<file path="config.mk">
export PLATFORM = sky130hd
export DESIGN_NAME = ts_sync_lock
export DESIGN_NICKNAME = d
export VERILOG_FILES = /design/src/rtl/ts_lock_pkg.sv /design/src/rtl/ts_edge_strobe.sv /design/src/rtl/ts_byte_framer.sv /design/src/rtl/ts_sync_fsm.sv /design/src/rtl/ts_sync_lock.sv
export SDC_FILE = /design/constraint.sdc
export NUM_CORES = 1
export LEC_CHECK = 0
export ABC_AREA = 1
export CAP_MARGIN = 40
export CORE_ASPECT_RATIO = 1.5
export CORE_MARGIN = 1
export CORE_UTILIZATION = 40
export CTS_CLUSTER_DIAMETER = 60
export CTS_CLUSTER_SIZE = 16
export DETAILED_ROUTE_END_ITERATION = 8
export PLACE_DENSITY_LB_ADDON = 0.15
export SLEW_MARGIN = 25
export SYNTH_ARGS = -nofsm -noshare
export SYNTH_HDL_FRONTEND = slang
export SYNTH_SLANG_ARGS = --single-unit
</file>
<file path="constraint.sdc">
create_clock -name clk -period 2 [get_ports clk]
set_input_delay 0.4 -clock clk [delete_from_list [all_inputs] [get_ports clk]]
set_output_delay 0.4 -clock clk [all_outputs]
set_load 0.005 [all_outputs]
</file>
<file path="src/rtl/ts_lock_pkg.sv">
package ts_lock_pkg;

    localparam int BYTE_W = 8;

    typedef enum logic [1:0] {
        SYNC_HUNT   = 2'd0,
        SYNC_VERIFY = 2'd1,
        SYNC_LOCKED = 2'd2
    } sync_state_e;

    // one captured unit: a byte, or a bit carried in val[0]
    typedef struct packed {
        logic              vld;
        logic [BYTE_W-1:0] val;
    } lane_t;

    // one framed output byte
    typedef struct packed {
        logic              vld;
        logic              sop;
        logic              err;
        logic [BYTE_W-1:0] val;
    } pkt_beat_t;

    // threshold compare; a zero threshold behaves as one
    function automatic logic count_reached(input logic [15:0] cnt, input logic [15:0] thr);
        logic [15:0] eff;
        eff = (thr == 16'd0) ? 16'd1 : thr;
        return cnt >= eff;
    endfunction

    // MSB-first shift: the new bit enters at the bottom
    function automatic logic [BYTE_W-1:0] msb_shift(input logic [BYTE_W-1:0] sr, input logic b);
        return {sr[BYTE_W-2:0], b};
    endfunction

endpackage

</file>
<file path="src/rtl/ts_edge_strobe.sv">
module ts_edge_strobe
    import ts_lock_pkg::*;
(
    input  logic              clk,
    input  logic              rst,
    input  logic              clk_inv,
    input  logic              async_mode,
    input  logic              ts_clk,
    input  logic              ts_valid,
    input  logic [BYTE_W-1:0] ts_data,
    output lane_t             unit_o
);

    logic              clk_d1, clk_d2;
    logic              vld_d1, vld_d2;
    logic [BYTE_W-1:0] dat_d1;
    logic              fire;
    lane_t             unit_q;

    always_ff @(posedge clk) begin
        if (rst) begin
            clk_d1 <= 1'b0;
            clk_d2 <= 1'b0;
            vld_d1 <= 1'b0;
            vld_d2 <= 1'b0;
            dat_d1 <= '0;
        end else begin
            clk_d1 <= ts_clk;
            clk_d2 <= clk_d1;
            vld_d1 <= ts_valid;
            vld_d2 <= vld_d1;
            dat_d1 <= ts_data;
        end
    end

    always_comb begin
        if (async_mode)
            fire = vld_d1 & ~vld_d2;
        else if (clk_inv)
            fire = vld_d1 & clk_d2 & ~clk_d1;
        else
            fire = vld_d1 & ~clk_d2 & clk_d1;
    end

    always_ff @(posedge clk) begin
        if (rst)
            unit_q <= '0;
        else
            unit_q <= '{vld: fire, val: dat_d1};
    end

    assign unit_o = unit_q;

endmodule

</file>
<file path="src/rtl/ts_byte_framer.sv">
module ts_byte_framer
    import ts_lock_pkg::*;
(
    input  logic  clk,
    input  logic  rst,
    input  logic  serial,
    input  logic  hunting,
    input  logic  realign,
    input  lane_t unit_i,
    output lane_t byte_o
);

    localparam int CW = $clog2(BYTE_W);
    localparam logic [CW-1:0] FULL = CW'(BYTE_W - 1);

    logic [BYTE_W-1:0] sr;
    logic [BYTE_W-1:0] nxt;
    logic [CW-1:0]     fill;
    logic [CW-1:0]     bitcnt;

    assign nxt = msb_shift(sr, unit_i.val[0]);

    always_comb begin
        byte_o.val = serial ? nxt : unit_i.val;
        if (!serial)
            byte_o.vld = unit_i.vld;
        else if (hunting)
            byte_o.vld = unit_i.vld & (fill == FULL);
        else
            byte_o.vld = unit_i.vld & (bitcnt == FULL);
    end

    always_ff @(posedge clk) begin
        if (rst) begin
            sr     <= '0;
            fill   <= '0;
            bitcnt <= '0;
        end else if (unit_i.vld && serial) begin
            sr <= nxt;
            if (fill != FULL)
                fill <= fill + 1'b1;
            if (realign)
                bitcnt <= '0;
            else if (!hunting)
                bitcnt <= bitcnt + 1'b1;
        end
    end

endmodule

</file>
<file path="src/rtl/ts_sync_fsm.sv">
module ts_sync_fsm
    import ts_lock_pkg::*;
#(
    parameter int PKT_LEN = 188,
    parameter int THR_W   = 4
) (
    input  logic              clk,
    input  logic              rst,
    input  logic [BYTE_W-1:0] token,
    input  logic [THR_W-1:0]  lock_thr,
    input  logic [THR_W-1:0]  drop_thr,
    input  lane_t             byte_i,
    output logic              hunting,
    output logic              realign,
    output logic              locked,
    output pkt_beat_t         beat_o
);

    localparam int POS_W = $clog2(PKT_LEN);
    localparam logic [POS_W-1:0] LAST = POS_W'(PKT_LEN - 1);

    sync_state_e      st, st_n;
    logic [POS_W-1:0] pos, pos_n, pos_step;
    logic [THR_W-1:0] good_cnt, good_n, miss_cnt, miss_n;
    logic             pkt_err, err_n;
    pkt_beat_t        beat_q, beat_n;
    logic             is_tok;

    assign is_tok   = (byte_i.val == token);
    assign hunting  = (st == SYNC_HUNT);
    assign realign  = hunting & byte_i.vld & is_tok;
    assign locked   = (st == SYNC_LOCKED);
    assign pos_step = (pos == LAST) ? '0 : pos + 1'b1;
    assign beat_o   = beat_q;

    always_comb begin
        st_n   = st;
        pos_n  = pos;
        good_n = good_cnt;
        miss_n = miss_cnt;
        err_n  = pkt_err;
        beat_n = '0;
        if (byte_i.vld) begin
            unique case (st)
                SYNC_HUNT: begin
                    if (is_tok) begin
                        pos_n  = POS_W'(1);
                        good_n = THR_W'(1);
                        miss_n = '0;
                        err_n  = 1'b0;
                        if (count_reached(16'd1, 16'(lock_thr))) begin
                            st_n   = SYNC_LOCKED;
                            beat_n = '{1'b1, 1'b1, 1'b0, byte_i.val};
                        end else begin
                            st_n = SYNC_VERIFY;
                        end
                    end
                end
                SYNC_VERIFY: begin
                    pos_n = pos_step;
                    if (pos == '0) begin
                        if (!is_tok) begin
                            st_n = SYNC_HUNT;
                        end else if (count_reached(16'(good_cnt) + 16'd1, 16'(lock_thr))) begin
                            st_n   = SYNC_LOCKED;
                            miss_n = '0;
                            err_n  = 1'b0;
                            beat_n = '{1'b1, 1'b1, 1'b0, byte_i.val};
                        end else begin
                            good_n = good_cnt + 1'b1;
                        end
                    end
                end
                SYNC_LOCKED: begin
                    pos_n = pos_step;
                    if (pos == '0) begin
                        if (is_tok) begin
                            miss_n = '0;
                            err_n  = 1'b0;
                            beat_n = '{1'b1, 1'b1, 1'b0, byte_i.val};
                        end else if (count_reached(16'(miss_cnt) + 16'd1, 16'(drop_thr))) begin
                            st_n   = SYNC_HUNT;
                            miss_n = '0;
                        end else begin
                            miss_n = miss_cnt + 1'b1;
                            err_n  = 1'b1;
                            beat_n = '{1'b1, 1'b1, 1'b1, byte_i.val};
                        end
                    end else begin
                        beat_n = '{1'b1, 1'b0, pkt_err, byte_i.val};
                    end
                end
                default: st_n = SYNC_HUNT;
            endcase
        end
    end

    always_ff @(posedge clk) begin
        if (rst) begin
            st       <= SYNC_HUNT;
            pos      <= '0;
            good_cnt <= '0;
            miss_cnt <= '0;
            pkt_err  <= 1'b0;
            beat_q   <= '0;
        end else begin
            st       <= st_n;
            pos      <= pos_n;
            good_cnt <= good_n;
            miss_cnt <= miss_n;
            pkt_err  <= err_n;
            beat_q   <= beat_n;
        end
    end

endmodule

</file>
<file path="src/rtl/ts_sync_lock.sv">
module ts_sync_lock
    import ts_lock_pkg::*;
#(
    parameter int PKT_LEN = 188,
    parameter int THR_W   = 4
) (
    input  logic             clk,
    input  logic             rst,
    input  logic             cfg_serial,
    input  logic             cfg_clk_inv,
    input  logic             cfg_async,
    input  logic [7:0]       cfg_token,
    input  logic [THR_W-1:0] cfg_lock_thr,
    input  logic [THR_W-1:0] cfg_drop_thr,
    input  logic             ts_clk,
    input  logic             ts_valid,
    input  logic [7:0]       ts_data,
    output logic             out_valid,
    output logic [7:0]       out_data,
    output logic             out_sop,
    output logic             out_err,
    output logic             locked
);

    lane_t     unit_w;
    lane_t     byte_w;
    pkt_beat_t beat_w;
    logic      hunting_w;
    logic      realign_w;

    ts_edge_strobe u_strobe (
        .clk        (clk),
        .rst        (rst),
        .clk_inv    (cfg_clk_inv),
        .async_mode (cfg_async),
        .ts_clk     (ts_clk),
        .ts_valid   (ts_valid),
        .ts_data    (ts_data),
        .unit_o     (unit_w)
    );

    ts_byte_framer u_framer (
        .clk     (clk),
        .rst     (rst),
        .serial  (cfg_serial),
        .hunting (hunting_w),
        .realign (realign_w),
        .unit_i  (unit_w),
        .byte_o  (byte_w)
    );

    ts_sync_fsm #(
        .PKT_LEN (PKT_LEN),
        .THR_W   (THR_W)
    ) u_fsm (
        .clk      (clk),
        .rst      (rst),
        .token    (cfg_token),
        .lock_thr (cfg_lock_thr),
        .drop_thr (cfg_drop_thr),
        .byte_i   (byte_w),
        .hunting  (hunting_w),
        .realign  (realign_w),
        .locked   (locked),
        .beat_o   (beat_w)
    );

    assign out_valid = beat_w.vld;
    assign out_sop   = beat_w.sop;
    assign out_err   = beat_w.err;
    assign out_data  = beat_w.val;

endmodule

</file>
# Yosys cells after proc, flatten, opt, wreduce, memory -nomap -nowiden
# Cells that the tools add are included.
[op_classes]
eq_ne = 18
n_mux = 51
div = 0
reduce_logical = 17
addsub = 7
magnitude_cmp = 3
n_bitwise = 13
n_shift = 0
n_mul = 0
[op_table]
columns = ["cell", "count"]
rows = [
  ["two-way mux 11 bit", 8],
  ["two-way mux 4 bit", 13],
  ["case mux 11 bit (3 select lines)", 1],
  ["greater-or-equal comparator 16 bit", 2],
  ["two-way mux 8 bit", 3],
  ["greater-or-equal comparator 1 x 16 -> 1 bit (first input constant)", 1],
  ["two-way mux 2 bit", 8],
  ["case mux 8 bit (2 select lines)", 1],
  ["AND reduction 7 bit", 2],
  ["inequality test 2 x 1 -> 1 bit (second input constant)", 6],
  ["case mux 4 bit (3 select lines)", 1],
  ["two-way mux 1 bit", 11],
  ["adder 4 x 1 -> 5 bit (second input constant)", 2],
  ["bitwise AND 1 bit", 9],
  ["adder 4 x 1 -> 4 bit (second input constant)", 2],
  ["adder 8 x 1 -> 8 bit (second input constant)", 1],
  ["== test 8 bit", 1],
  ["== test 8 bit (second input constant)", 1],
  ["logical NOT 4 bit", 2],
  ["logical NOT 8 bit", 1],
  ["case mux 4 bit (2 select lines)", 1],
  ["AND reduction 8 bit", 1],
  ["adder 3 x 1 -> 3 bit (second input constant)", 2],
  ["== test 3 bit (second input constant)", 2],
  ["other kinds (17)", 27],
]
[totals]
ramBits = 0
wordCells = 128
register_bits = 64
in_bits = 31
out_inout_bits = 12
mem_count = 0
romBits = 0
latch_bits = 0

# Depth between registers and ports, before layout
# Gate-level depths: netlist (run 1).
[depth]
word_depth = 8
ltp_mapped = 15

# By module
# Synthesis (run 1) repeated with hierarchy kept, for this count alone.
[unflattened]
cells_unflattened = 510
hier_area_um2 = 3559.7
[by_module_without_submodules]
columns = ["module", "area_per_inst_um2", "instances", "cells_per_inst", "seq_area_each_um2"]
rows = [
  ["ts_sync_fsm", 2208.4, 1, 336, 600.6],
  ["ts_byte_framer", 711.9, 1, 101, 260.2],
  ["ts_edge_strobe", 639.4, 1, 73, 420.4],
]

# Worst setup path before layout (run 1)
# No wires, ideal clock.
[synth_timing]
path_type = "reg-to-reg"
start = "register u_fsm.good_cnt[0]"
end = "register u_fsm.beat_q, in the netlist u_fsm.beat_o[1]"
t_arrival_ns = 1.835
t_required_ns = 1.880
path_buffers = 0
path_slack_ns = 0.045
stages_incl_launch_ff = 14
setup_time_ns = 0.120
cell_sequence = "dfxtp_1 ha_1 xor2_1 ha_1 nand2_1 inv_1 a21boi_0 nand3_1 nand2_1 o21bai_1 nand2_1 nand3_1 nand2_2 a21oi_1"
[synth_via]
elab_chain_cells = 6
[synth_lines]
columns = ["item", "line_no", "source"]
rows = [
  ["from (decl)", "ts_sync_fsm.sv:24", "logic [THR_W-1:0] good_cnt, good_n, miss_cnt, miss_n;"],
  ["from (signal assigned)", "ts_sync_fsm.sv:109", "good_cnt <= good_n;"],
  ["adder 4 x 1 -> 5 bit", "ts_sync_fsm.sv:64", "end else if (count_reached(16'(good_cnt) + 16'd1, 16'(lock_thr))) begin"],
  ["greater-or-equal comparator 16 bit", "ts_lock_pkg.sv:29", "return cnt >= eff;"],
  ["two-way mux 11 bit", "ts_sync_fsm.sv:64", ""],
  ["two-way mux 11 bit", "ts_sync_fsm.sv:62", "if (!is_tok) begin"],
  ["two-way mux 11 bit", "ts_sync_fsm.sv:61", "if (pos == '0) begin"],
  ["case mux 11 bit (3 select lines)", "ts_sync_fsm.sv:44", "unique case (st)"],
  ["to (signal assigned)", "ts_sync_fsm.sv:112", "beat_q <= beat_n;"],
  ["to (decl)", "ts_sync_fsm.sv:26", "pkt_beat_t beat_q, beat_n;"],
]
# Every way passes these cells.
# A chain may end at the register's enable or synchronous reset.

# Final worst setup path (run 1)
[layout_timing]
start = "register u_fsm.good_cnt[0]"
end = "register u_fsm.miss_cnt[2]"
[layout_via]
elab_chain_cells = 4
[layout_lines]
columns = ["item", "line_no", "source"]
rows = [
  ["adder 4 x 1 -> 5 bit", "ts_sync_fsm.sv:64", ""],
  ["greater-or-equal comparator 16 bit", "ts_lock_pkg.sv:29", ""],
  ["inequality test 2 x 1 -> 1 bit (no line)", "n/a", ""],
  ["AND reduction 7 bit (no line)", "n/a", ""],
  ["to (signal assigned)", "ts_sync_fsm.sv:110", "miss_cnt <= miss_n;"],
  ["to (decl)", "ts_sync_fsm.sv:24", ""],
]
# Every way passes these cells.

==> run_results.csv, run 1 <==
group,metric,value,unit
synth,avgSynthCellArea,7.03,um^2
synth,synth_cell_types,37,
timing,layout_min_cycle_time,2.04,ns
critical_path,startpoint_type,"register",
floorplan,io_pins,43,
power,p_int,2.51,mW
timing,fmax,491,MHz
drt,final_antenna_net_count,0,
power,power.density,663,nW/um^2
power,switching_share,21.0,%
critical_path,crit_arrival,2.26,ns
synth,ys_seq_elements,64,
placement,gp_congestion,0.821,
power,irDropWorstVdd,0.000614,V
clocking,path_clk_slew,0.06,ns
clocking,numCtsBuffers,9,
synth,synth_top_family_by_area,"simple AND/OR/NAND/NOR gates",
drt,drc_errors,0,
clocking,clockBufferDepth,2,
final_layout,num-fill-cells,744,
critical_path,worstSetupPathType,"reg -> reg",
power,p_sw,670,uW
synth,synth_cells,471,
final_layout,stdcell_area,4800,um^2
critical_path,cp.required,2.22,ns
timing,relSlewSlack,68.3,%
drt,drt-pass1-iter-count,5,
grt,grt_max_degree,22,
status,status,"complete, but fails checks",
grt,first_global_vias,3019,
synth,synth_most_common_cell,"nand2_1",
clocking,cts.hold.buffers_added,0,
critical_path,crit_fanout,6,
power,p_leak,2.22,nW
timing,worstMarginPinSlew,0.472,ns
flow_run,max-cap-violations,0,
synth,synth_commonest_cells,"nand2_1 (87), inv_1 (79), nor2_1 (74)",
hold_path,hold_path.class,"reg -> reg",
timing,setup_viol,13,
timing,setup_ws,-0.0356,ns
drt,vias,3174,
synth,muxShareOfSynthArea,0,%
final_layout,fin_util,60.0,%
floorplan,row_count,40,
drt,routed_wl,7560,um
clocking,cts_root_buf,"clkbuf_16",
synth,synthFlopType,"dfxtp_1",
synth,ys_top_cells_by_area,"dfxtp_1 (39%), nand2_1 (9.9%), inv_1 (9.0%), nor2_1 (8.4%), ha_1 (7.6%)",
final_layout,drive_above_1_share,24.1,%
placement,dpl_cell_area,4130,um^2
final_layout,areaGrowthSynthToFinish,45.1,%
final_layout,register_area,1290,um^2
power,p_clk_share,52.0,%
clocking,cts_max_level,3,
final_layout,multi_input_comb_area,1980,um^2
synth,syn_area,3310,um^2
synth,yosys_warnings,0,
power,p_comb_share,6.9,%
synth,synth_edf_count,0,
placement,dp_hpwl,5320,um
timing,maxSlewViolCount,0,
clocking,clock_latency,0.33,ns
timing,whs,0.401,ns
floorplan,initial_core_util,41.3,%
power,seqPwrFrac,41.1,%
synth,synthAdderAreaFrac,7.56,%
drt,drt_iter0_markers,120,
floorplan,dieArea,8650,um^2
final_layout,fin_cells,673,
placement,port_buffers,42,
synth,yosysTopAreaCell,"dfxtp_1",
critical_path,r2r_setup_slack,-0.04,ns
grt,grtUsageTotal,18.7,%
synth,synth_simple_gate_area_share,32.0,%
floorplan,die_y,113,um
synth,ys_async_sr_fraction,0,%
synth,synth_compound_area_share,9.15,%
final_layout,final_nets,614,
clocking,clock_sinks,64,
synth,synth-xor-area-share,2.12,%
timing,tns,-0.303,ns
final_layout,diodes,0,
floorplan,die_x,76.3,um
drt,via_per_inst,4.72,
grt,grt_overflow,0,
drt,routedWlPerCell,11.2,um
timing,rsz0062_at_grt,"yes",
synth,synth-seq-area-share,38.7,%
floorplan,core_area,8010,um^2
grt,grt_first_pass_wirelength,12700,um
timing,clock_skew,0.00648,ns
grt,antenna_found_initial,0,
clocking,cts_tree,"built",
timing,finalCritPeriodShare,102,%
timing,hold_viol,0,
placement,dp_cells,649,
critical_path,critPathCaptureType,"register",
synth,synth_top_cell_area_share,38.7,%
synth,syn_nets,522,
status,violations,"setup timing",
==> layer usage <==
metal  wire length [um]  vias up  GRT usage [%]
met3                227       14           3.76
met4                172        0           9.74
met2               3990       55           35.1
li1                   -     1673              -
met1               3170     1432           19.5
met5                  0        -              0
==> repair_timing <==
action	in CTS	in global routing
resized for setup	49	26
endpoints found under the hold margin	0	0
buffers inserted	3	3
setup endpoints to repair	29	30
cloned	1	1
pin swaps	21	22
==> area by class of cell <==
| cell class | count | share of cell area (%) |
|---|---|---|
| clock inverters | 3 | 0.964 |
| repair buffers | 89 | 16.0 |
| well taps | 105 | 2.74 |
| flip-flops and latches | 64 | 26.9 |
| inverters | 81 | 6.38 |
| clock buffers | 13 | 5.83 |
| multi-input cells | 318 | 41.2 |
==> flip-flops by register name (all words and copies together), names as in the netlist <==
name,count
u_framer.sr,7
u_fsm.pkt_err,1
u_framer.bitcnt,3
u_strobe.vld_d2,1
u_fsm.st,2
u_fsm.beat_o,11
u_fsm.miss_cnt,4
u_strobe.unit_o,9
u_strobe.vld_d1,1
u_framer.fill,3
u_strobe.dat_d1,8
u_fsm.good_cnt,4
u_strobe.clk_d2,1
u_fsm.pos,8
u_strobe.clk_d1,1
==> per-stage QoR <==
step           power [mW]  setup slack [ns]
2_1_floorplan        1.44            0.0454
3_3_place_gp         1.54            -0.508
3_5_place_dp         1.55            -0.571
4_1_cts              3.22           -0.0574
5_1_grt              3.32            -0.160
6_report             3.18           -0.0356
==> power groups by stage <==
| stage | combinational (mW) | clock [mW] | sequential [mW] |
|---|---|---|---|
| finish | 0.221 | 1.66 | 1.31 |
| detailed placement | 0.208 | 0 | 1.34 |
| global route | 0.251 | 1.76 | 1.31 |
| global placement | 0.204 | 0 | 1.34 |
| floorplan | 0.104 | 0 | 1.33 |
| CTS | 0.216 | 1.70 | 1.31 |
==> kinds of logic after synthesis <==
logic type               after synthesis
AND/OR/NAND/NOR                      233
buffers and inverters                 91
flip-flops                            64
AO/OA/AOI/OAI                         55
adder cells (fa/ha/maj)               20
XOR/XNOR                               8
==> cells in the final DEF, fill, tap and decap left out, drive strengths merged <==
| cell | n |
|---|---|
| o21a | 1 |
| buf | 47 |
| nor3b | 2 |
| ha | 20 |
| a21boi | 1 |
| clkinvlp | 1 |
| clkbuf | 13 |
| o21ai | 11 |
| clkdlybuf4s15 | 1 |
| o211ai | 1 |
| dfxtp | 64 |
| and2 | 1 |
| clkdlybuf4s50 | 36 |
| nor2 | 79 |
| o21bai | 2 |
| nand4 | 8 |
| xnor2 | 3 |
| nor4 | 2 |
| nand2 | 97 |
| inv | 82 |
| xor2 | 5 |
| nand3 | 36 |
| bufinv | 1 |
| a21oi | 34 |
| a31o | 1 |
| nor3 | 6 |
| dlygate4sd2 | 5 |
| a211oi | 3 |
| or2 | 1 |
| nand3b | 3 |
| o311ai | 1 |
==> path summary, 6_finish.rpt <==
check,start,to,depth (start not counted)
worst max-delay path,u_fsm.good_cnt[0],u_fsm.miss_cnt[2],12
worst min-delay path,u_strobe.dat_d1[7],u_strobe.unit_o[7],2
worst max register to register,u_fsm.good_cnt[0],u_fsm.miss_cnt[2],12
worst min register to register,u_strobe.dat_d1[7],u_strobe.unit_o[7],2
==> critical path, cell delays in order (launching register included) <==
cell	delay, ns
dfxtp_4	0.38
nand3_4	0.10
xnor2_4	0.21
ha_4	0.23
a21oi_2	0.14
a21boi_2	0.19
nand4_1	0.19
nand3_2	0.18
inv_2	0.06
nand2_4	0.09
nand2_2	0.06
nand2_2	0.05
nor2_2	0.03
(Power assumes the default switching activity.)
==> run 2, diff against run 1 <==
==> constraint.sdc (replaced) <==
create_clock -name clk -period 2 [get_ports clk]
set_input_delay 0.4 -clock clk [delete_from_list [all_inputs] [get_ports clk]]
set_output_delay 0.4 -clock clk [all_outputs]
set_load 0.1 [all_outputs]
==> run_results.csv, run 2 (synthesis gave the netlist of run 1 again) <==
group,metric,value,unit
drt,via_per_inst,4.69,
drt,routedWlPerCell,11.4,um
timing,setup_viol,15,
grt,grt_max_degree,20,
drt,vias,3142,
timing,setup_ws,-0.0401,ns
critical_path,r2r_setup_slack,-0.04,ns
timing,relSlewSlack,66.8,%
placement,gp_congestion,0.846,
hold_path,whs_path_depth,2,
floorplan,die_y,113,um
final_layout,largest_register_ffs,11,
floorplan,row_count,40,
clocking,clock_sinks,64,
final_layout,final_common_cell,"nand2_1",
timing,maxSlewViolCount,0,
timing,rsz0062_at_grt,"yes",
grt,first_global_vias,2948,
critical_path,timing.rr.end,"u_fsm.st[0]",
final_layout,fin_util,59.3,%
final_layout,stdcell_area,4750,um^2
critical_path,crit_chain,"nand3_4, xnor2_2, ha_1, a21oi_2, a21boi_4, nand4_1, nor2_1, a21oi_2, nand3_1, nand2_1, nor2_2",
status,violations,"setup timing",
critical_path,critPathMaxStageDelay,0.37,ns
clocking,clockBufferDepth,2,
clocking,numCtsBuffers,9,
grt,antenna_found_initial,0,
timing,clock_skew,0.00635,ns
clocking,cts_root_buf,"clkbuf_16",
critical_path,worst-path-stages,11,
critical_path,cp.buffers_inverters,0,
timing,finalCritPeriodShare,102,%
critical_path,slowest_stage,"dfxtp_1",
clocking,cts_tree,"built",
grt,grt_first_pass_wirelength,12700,um
critical_path,startpoint_type,"register",
timing,fmax,490,MHz
critical_path,reg2reg_depth,11,
clocking,clock_latency,0.33,ns
critical_path,cp.required,2.27,ns
flow_run,max-cap-violations,0,
critical_path,worstSetupPathType,"reg -> reg",
timing,tns,-0.329,ns
placement,dpl_cell_area,4100,um^2
floorplan,die_x,76.3,um
floorplan,dieArea,8650,um^2
floorplan,io_pins,43,
critical_path,path_common_cell,"a21oi_2",
status,status,"complete, but fails checks",
clocking,path_clk_slew,0.05,ns
placement,dp_hpwl,5400,um
critical_path,crit_arrival,2.31,ns
final_layout,mostFrequentLayoutCells,"nand2_1 (77), inv_1 (76), nor2_1 (68)",
critical_path,worstReg2RegStart,"u_fsm.good_cnt[2]",
clocking,cts_max_level,3,
grt,grtUsageTotal,18.6,%
final_layout,num-fill-cells,773,
final_layout,diodes,0,
timing,hold_viol,0,
power,irDropWorstVdd,0.000576,V
power,power.density,656,nW/um^2
hold_path,min-delay-start,"u_strobe.dat_d1[4]",
drt,drt_iter0_markers,74,
hold_path,hold_end,"u_strobe.unit_o[4]",
placement,port_buffers,42,
timing,worstMarginPinSlew,0.493,ns
drt,routed_wl,7630,um
final_layout,final_nets,611,
critical_path,path_delay_family,"simple AND/OR/NAND/NOR gates",
timing,whs,0.399,ns
grt,grt_overflow,0,
critical_path,critPathCaptureType,"register",
critical_path,crit_fanout,3,
drt,drc_errors,0,
final_layout,drive_above_1_share,25.7,%
power,p_leak,2.24,nW
hold_path,hold_path.class,"reg -> reg",
timing,layout_min_cycle_time,2.04,ns
drt,drt-pass1-iter-count,4,
floorplan,initial_core_util,41.3,%
drt,final_antenna_net_count,0,
final_layout,areaGrowthSynthToFinish,43.4,%
floorplan,core_area,8010,um^2
==> run 2: final cells by class <==
class	instances	area, um^2	share of cell area (%)
clock buffer	10	239	5.03
clock inverter	6	67.6	1.42
timing repair buffer	86	734	15.5
tap	105	131	2.77
sequential	64	1290	27.2
multi-input combinational	318	1980	41.7
inverter	81	307	6.46
==> run 2: timing repair <==
| item | 4_1_cts | 5_1_grt |
|---|---|---|
| setup buffers | 3 | 2 |
| hold buffers | 0 | 0 |
| endpoints found under the setup margin | 29 | 29 |
| cloned | 1 | 1 |
| gates resized for setup | 37 | 35 |
| endpoints found under the hold margin | 0 | 0 |
| pin swaps | 17 | 22 |
==> run 2: layer usage <==
layer  GRT usage [%]  vias up  share of wire (%)
met1            19.9     1427                 41
met2            34.5       42                 54
met4            10.0        0                2.1
met5               0        -                  0
met3            3.28       10                2.5
li1                -     1663                  -
==> run 2: worst max-delay path by stage <==
stage | endpoint | start
2_1_floorplan | u_fsm.beat_o[1] | u_fsm.good_cnt[0]
3_3_place_gp | u_fsm.beat_o[6] | cfg_lock_thr[1]
3_5_place_dp | u_fsm.beat_o[3] | cfg_lock_thr[3]
4_1_cts | u_fsm.beat_o[1] | u_fsm.good_cnt[0]
5_1_grt | u_fsm.miss_cnt[3] | u_fsm.good_cnt[1]
6_report | u_fsm.st[0] | u_fsm.good_cnt[2]
==> run 2: stage by stage <==
| step | instances | power (mW) | setup WS, ns |
|---|---|---|---|
| 3_5_place_dp | 647 | 1.55 | -0.575 |
| 3_3_place_gp | 647 | 1.54 | -0.500 |
| 5_1_grt | 670 | 3.26 | -0.141 |
| 6_report | 670 | 3.11 | -0.0401 |
| 4_1_cts | 667 | 3.15 | -0.0624 |
| 2_1_floorplan | 471 | 1.44 | 0.0453 |
==> run 2: worst register-to-register path, stage by stage, from the launching register on <==
cell,delay (ns)
dfxtp_1,0.37
nand3_4,0.09
xnor2_2,0.14
ha_1,0.32
a21oi_2,0.15
a21boi_4,0.19
nand4_1,0.20
nor2_1,0.21
a21oi_2,0.07
nand3_1,0.08
nand2_1,0.06
nor2_2,0.10
==> run 2: power by group <==
part	switching [mW]	internal, mW	total [mW]
registers	0.00971	1.30	1.31
clock network	0.579	1.00	1.58
logic	0.112	0.115	0.227
